`src/rtl/swk_pkg.sv`:
```
package swk_pkg;

    typedef enum logic [2:0] {
        ST_RUN     = 3'd0,
        ST_ENTRY   = 3'd1,
        ST_STOPPED = 3'd2,
        ST_DELAY   = 3'd3,
        ST_WAKE    = 3'd4
    } swk_state_e;

    localparam int unsigned SWK_DLY_LONG  = 131072;
    localparam int unsigned SWK_DLY_SHORT = 16;
    localparam int unsigned SWK_ENTRY_T   = 32;
    localparam int unsigned SWK_SYNC_T    = 3;

    function automatic logic core_on(input swk_state_e s);
        return (s == ST_RUN) || (s == ST_ENTRY) || (s == ST_WAKE);
    endfunction

    function automatic logic osc_on(input swk_state_e s);
        return s != ST_STOPPED;
    endfunction

endpackage

```
`src/rtl/swk_sync.sv`:
```
module swk_sync #(
    parameter int unsigned STAGES = 3
) (
    input  logic clk,
    input  logic rst,
    input  logic tick,
    input  logic d,
    output logic q
);
    logic [STAGES-1:0] stg;

    always_ff @(posedge clk) begin
        if (rst)       stg <= '0;
        else if (tick) stg <= {stg[STAGES-2:0], d};
    end

    assign q = stg[STAGES-1];
endmodule

```
`src/rtl/swk_tcount.sv`:
```
module swk_tcount #(
    parameter int unsigned W = 17
) (
    input  logic         clk,
    input  logic         rst,
    input  logic         clr,
    input  logic         en,
    input  logic [W-1:0] term,
    output logic         hit
);
    logic [W-1:0] cnt;

    always_ff @(posedge clk) begin
        if (rst || clr) cnt <= '0;
        else if (en)    cnt <= cnt + 1'b1;
    end

    assign hit = en && (cnt == term);
endmodule

```
`src/rtl/swk_fsm.sv`:
```
module swk_fsm
    import swk_pkg::*;
(
    input  logic       clk,
    input  logic       rst,
    input  logic       tick,
    input  logic       stop_req,
    input  logic       irq_n,
    input  logic       irq_sync,
    input  logic       delay_sel,
    input  logic       ent_hit,
    input  logic       dly_hit,
    output swk_state_e state,
    output logic       sel_q
);
    logic nop_q;
    logic armed;

    always_ff @(posedge clk) begin
        if (rst) begin
            state <= ST_RUN;
            sel_q <= 1'b0;
            nop_q <= 1'b0;
            armed <= 1'b1;
        end else begin
            unique case (state)
                ST_RUN: begin
                    if (stop_req) begin
                        state <= ST_ENTRY;
                        sel_q <= delay_sel;
                        nop_q <= irq_sync;
                        armed <= 1'b0;
                    end else if (armed && irq_sync) begin
                        state <= ST_DELAY;
                        sel_q <= delay_sel;
                        nop_q <= 1'b1;
                        armed <= 1'b0;
                    end
                end
                ST_ENTRY: begin
                    if (ent_hit) state <= nop_q ? ST_DELAY : ST_STOPPED;
                end
                ST_STOPPED: begin
                    if (!irq_n) state <= ST_DELAY;
                end
                ST_DELAY: begin
                    if (dly_hit) state <= ST_WAKE;
                end
                ST_WAKE: begin
                    if (tick) state <= ST_RUN;
                end
                default: state <= ST_RUN;
            endcase
        end
    end
endmodule

```
`src/rtl/stop_wake_ctrl.sv`:
```
module stop_wake_ctrl
    import swk_pkg::*;
#(
    parameter int unsigned DLY_LONG  = SWK_DLY_LONG,
    parameter int unsigned DLY_SHORT = SWK_DLY_SHORT,
    parameter int unsigned ENTRY_T   = SWK_ENTRY_T,
    parameter int unsigned SYNC_T    = SWK_SYNC_T
) (
    input  logic clk,
    input  logic rst,
    input  logic tick,
    input  logic stop_req,
    input  logic irq_n,
    input  logic delay_sel,
    input  logic edge_irq,
    input  logic edge_ack,
    input  logic stk_err,
    input  logic stk_ack,
    output logic clkgen_en,
    output logic core_clk_en,
    output logic wake_strobe,
    output logic edge_pend,
    output logic stk_pend
);
    localparam int unsigned CNT_W = $clog2(DLY_LONG);
    localparam int unsigned ENT_W = $clog2(ENTRY_T);
    localparam logic [CNT_W-1:0] T_LONG  = CNT_W'(DLY_LONG - 1);
    localparam logic [CNT_W-1:0] T_SHORT = CNT_W'(DLY_SHORT - 1);
    localparam logic [ENT_W-1:0] T_ENTRY = ENT_W'(ENTRY_T - 1);

    swk_state_e       state;
    logic             sel_q;
    logic             irq_sync;
    logic             ent_hit;
    logic             dly_hit;
    logic [CNT_W-1:0] dly_term;

    assign dly_term = sel_q ? T_SHORT : T_LONG;

    swk_sync #(.STAGES(SYNC_T)) u_sync (
        .clk  (clk),
        .rst  (rst),
        .tick (tick),
        .d    (~irq_n),
        .q    (irq_sync)
    );

    swk_tcount #(.W(ENT_W)) u_ent (
        .clk  (clk),
        .rst  (rst),
        .clr  (state != ST_ENTRY),
        .en   (tick && (state == ST_ENTRY)),
        .term (T_ENTRY),
        .hit  (ent_hit)
    );

    swk_tcount #(.W(CNT_W)) u_dly (
        .clk  (clk),
        .rst  (rst),
        .clr  (state != ST_DELAY),
        .en   (tick && (state == ST_DELAY)),
        .term (dly_term),
        .hit  (dly_hit)
    );

    swk_fsm u_fsm (
        .clk       (clk),
        .rst       (rst),
        .tick      (tick),
        .stop_req  (stop_req),
        .irq_n     (irq_n),
        .irq_sync  (irq_sync),
        .delay_sel (delay_sel),
        .ent_hit   (ent_hit),
        .dly_hit   (dly_hit),
        .state     (state),
        .sel_q     (sel_q)
    );

    assign clkgen_en   = osc_on(state);
    assign core_clk_en = core_on(state);
    assign wake_strobe = (state == ST_WAKE) && tick;

    always_ff @(posedge clk) begin
        if (rst) begin
            edge_pend <= 1'b0;
            stk_pend  <= 1'b0;
        end else begin
            if (state == ST_DELAY) edge_pend <= 1'b0;
            else if (edge_irq)     edge_pend <= 1'b1;
            else if (edge_ack)     edge_pend <= 1'b0;

            if (stk_err)      stk_pend <= 1'b1;
            else if (stk_ack) stk_pend <= 1'b0;
        end
    end
endmodule

```
`config.mk`:
```
export PLATFORM = sky130hd
export DESIGN_NAME = stop_wake_ctrl
export DESIGN_NICKNAME = d
export VERILOG_FILES = /design/src/rtl/swk_pkg.sv /design/src/rtl/swk_sync.sv /design/src/rtl/swk_tcount.sv /design/src/rtl/swk_fsm.sv /design/src/rtl/stop_wake_ctrl.sv
export SDC_FILE = /design/constraint.sdc
export NUM_CORES = 1
export LEC_CHECK = 0
export CAP_MARGIN = 0
export CORE_MARGIN = 2
export CORE_UTILIZATION = 60
export CTS_BUF_LIST = sky130_fd_sc_hd__clkbuf_8 sky130_fd_sc_hd__clkbuf_16
export CTS_CLUSTER_DIAMETER = 150
export DETAILED_ROUTE_END_ITERATION = 7
export PLACE_DENSITY = 0.83
export SYNTH_ARGS = -nofsm -noshare
export SYNTH_HDL_FRONTEND = slang
export SYNTH_SLANG_ARGS = --single-unit
```
`constraint.sdc`:
```
create_clock -name clk -period 3.45 [get_ports clk]
set_clock_uncertainty 0.15 [all_clocks]
set_input_delay 0.69 -clock clk [delete_from_list [all_inputs] [get_ports clk]]
set_output_delay 0.69 -clock clk [all_outputs]
set_load 0.01 [all_outputs]
```
==> impl_metrics.toml <==
[route]
drtIter0Drc = 83
num_vias = 1462
route.detailed.vias_per_inst = 6.12
drt_pass1_iterations = 4
ant_nets = 0
routed_wl_microns = 3480
drc = 0
post_drt_wl_per_cell_microns = 14.6

[global_route]
first_pass_grt_wire_length_microns = 5900
residual_overflow_from_global_routing = 0
initial_antenna_violation_count = 0
vias_in_the_first_global_route = 1367
total_routing_usage_reported_by_global_routing_pct = 23.7
grt_start_max_net_pins = 20

[die]
floorplan.initialDensity_pct = 64.8
die-width_microns = 56.2
die_y_microns = 56.2
fp-row-count = 18
io_pins = 15
core_sq_mm = 0.00252
die_area_sq_mm = 0.00316

[power]
power.combinational.fraction_pct = 19.8
share_seq_of_total_power_pct = 47.1
pwr-share-clk_pct = 33.1
power_switching_mw = 0.280
power_per_cell_area_mw_per_mm2 = 504
swShare_pct = 29.4
design_power_total_mw = 0.953
cellInternalPower_mw = 0.673
power.ir.vdd_worst_mv = 0.464
total_leakage_power_nw = 0.690

[yosys]
postSynth.asyncResetShare_pct = 0
synth-edff-count = 0
synth.distinct_cells = 44
syn_area_per_cell_sq_um = 8.43
syn-cell-area_sq_mm = 0.00164
mappedNetlistNets = 207
ys_seq_elements = 33
synthesized_instance_count = 194
synthesis.yosys.warnings = 0
synth_top_flop_cell = "dfxtp_1"
yosysSeqAreaShare_pct = 40.4

[critical_path]
ff2ff_path_depth = 4
slowest_delay_ps = 530
timing.critical_path.max_delay_family = "buffers and inverters"
rr_startpoint = "u_fsm.state[1]"
worst_path_class_setup = "in2out"
endpoint_kind_of_the_worst_setup_timing_path = "primary output"
worst_setup_path_start_kind = "primary input"
worstReg2RegEnd = "u_dly.cnt[15]"
worst_path_slowest_cell = "clkdlybuf4s50_1"
crit_path_max_fanout = 3
timing.critical_path.arrival_ps = 1890
worst-path-buf-inv = 2
rrSetupSlack_ps = 1270
crit_path_cell_trace = "clkdlybuf4s50_1 > and3_1 > clkdlybuf4s50_1"
crit_required_ps = 2610
crit_top_cell = "clkdlybuf4s50_1"

[layout]
register_area_sq_um = 661
fillerInstances = 192
layout_commonest_cell = "dfxtp_1"
insertedDiodeCount = 0
drive_gt1_share_pct = 8.61
multi_input_comb_area_sq_um = 908
p_r_area_growth_vs_syn_pct = 15.5
design.final.nets = 221
mostFrequentLayoutCells = "dfxtp_1, nor2_1, nand2_1, clkdlybuf4s50_1, a21oi_1"

[sta]
post-route-min-period_ps = 2730
max_slew_margin_pct = 64.5
max_clock_freq_mhz = 367
setup-tns-final_ps = 0
grt_setup_unrepaired = "false"
worst-slew-pin-transition_ps = 532
final-setup-viol-count = 0
slew_viol_final = 0
fin_crit_sh_pct = 79.0
hold_violations = 0

[clocking]
post_cts_hold_buffers = 0
clock_tree_from_tritoncts = "done"
number_of_cts_inserted_buffers = 5
total_clock_sinks = 33
cts_root_cell = "clkbuf_8"
htree_num_levels = 2
worstSkewPairLatency_ps = 280
clock_transition_at_path_regs_ps = 70
postCtsResizedCells = 0
cts_setup_buffers = 0
cts_max_path_buffers = 2

[placement]
port_buffers = 14
gp_routability_congestion = 0.949
detailedPlacementHpwl_microns = 2450

[hold_path]
min_delay_path_depth = 2
worstHoldPathType = "reg2reg"
hold_path_end = "u_fsm.armed"
min_from = "u_fsm.armed"

[run]
max_cap_violations = 0

[run_status]
outcome = "finished, final reports clean"
[power groups by stage]
stage	registers (mW)	clock network (mW)	logic (mW)
floorplan	0.421	0	0.165
detailed placement	0.456	0	0.184
global placement	0.456	0	0.179
CTS	0.448	0.322	0.187
global route	0.457	0.338	0.209
finish	0.449	0.316	0.188
[flip-flops by register name (all words and copies together) (netlist names)]
name and count:
u_dly.cnt 17, u_ent.cnt 5, u_fsm.state 3, u_sync.stg 3
edge_pend 1, stk_pend 1, u_fsm.armed 1, u_fsm.nop_q 1
u_fsm.sel_q 1
[worst min-delay path: stages, from the launching register on]
cell,delay [ps]
dfxtp_1,330
nand2_1,60
nand2_1,40
[per-stage QoR]
| stage | hold slack [ps] | worst slack [ps] | cell area (sq um) | utilization [%] | std cells |
|---|---|---|---|---|---|
| finish | 329 | 724 | 1890 | 74.9 | 239 |
| global route | 347 | 679 | 1890 | 74.9 | 239 |
| CTS | 319 | 714 | 1890 | 74.9 | 239 |
| detailed placement | 307 | 644 | 1790 | 70.9 | 231 |
| global placement | 294 | 718 | 1790 | 70.9 | 231 |
| floorplan | 286 | 1120 | 1640 | - | 194 |
[synth_stat cells, types with 4 or more instances]
cell / number / area (sq um)
dfxtp_1: 33 / 661
nor2_1: 25 / 93.8
nand2_1: 16 / 60.1
a21oi_1: 12 / 60.1
nand4_1: 8 / 50.1
mux2i_1: 6 / 60.1
nand3_1: 6 / 30.0
nor4_1: 6 / 37.5
o21ai_0: 6 / 30.0
xnor2_1: 6 / 52.6
xor2_1: 6 / 52.6
and3_1: 5 / 31.3
clkbuf_1: 5 / 18.8
inv_1: 5 / 18.8
nor3_1: 4 / 20.0
or3_1: 4 / 25.0
[routing by layer]
layer	track usage, %	up-vias	wire length, microns
met4	10.9	0	34
li1	-	724	-
met2	39.0	38	1830
met5	0	-	0
met1	27.8	696	1470
met3	7.67	4	148
[kinds of logic after synthesis]
family	synth area share, %
AND/OR/NAND/NOR	29.8
multiplexers	3.67
adder cells (fa/ha/maj)	2.30
buffers and inverters	4.05
AO/OA/AOI/OAI	13.4
XOR/XNOR	6.43
flip-flops	40.4
[how the worst max path moves through the flow]
| stage | end | slack (ps) | cells after the start | start |
|---|---|---|---|---|
| 2_1_floorplan | wake_strobe | 1120 | 3 | tick |
| 3_5_place_dp | u_dly.cnt[14] | 640 | 6 | tick |
| 6_report | wake_strobe | 720 | 3 | tick |
| 5_1_grt | wake_strobe | 680 | 3 | tick |
| 4_1_cts | wake_strobe | 710 | 3 | tick |
| 3_3_place_gp | wake_strobe | 720 | 3 | tick |
[layout make-up]
cell class	instances	share of cell area, %
inverters	5	0.993
repair buffers	17	8.61
clock buffers	7	5.10
multi-input cells	146	48.1
well taps	30	1.99
flip-flops and latches	33	35.0
clock inverters	1	0.265
Power figures use the tool's default switching activity.
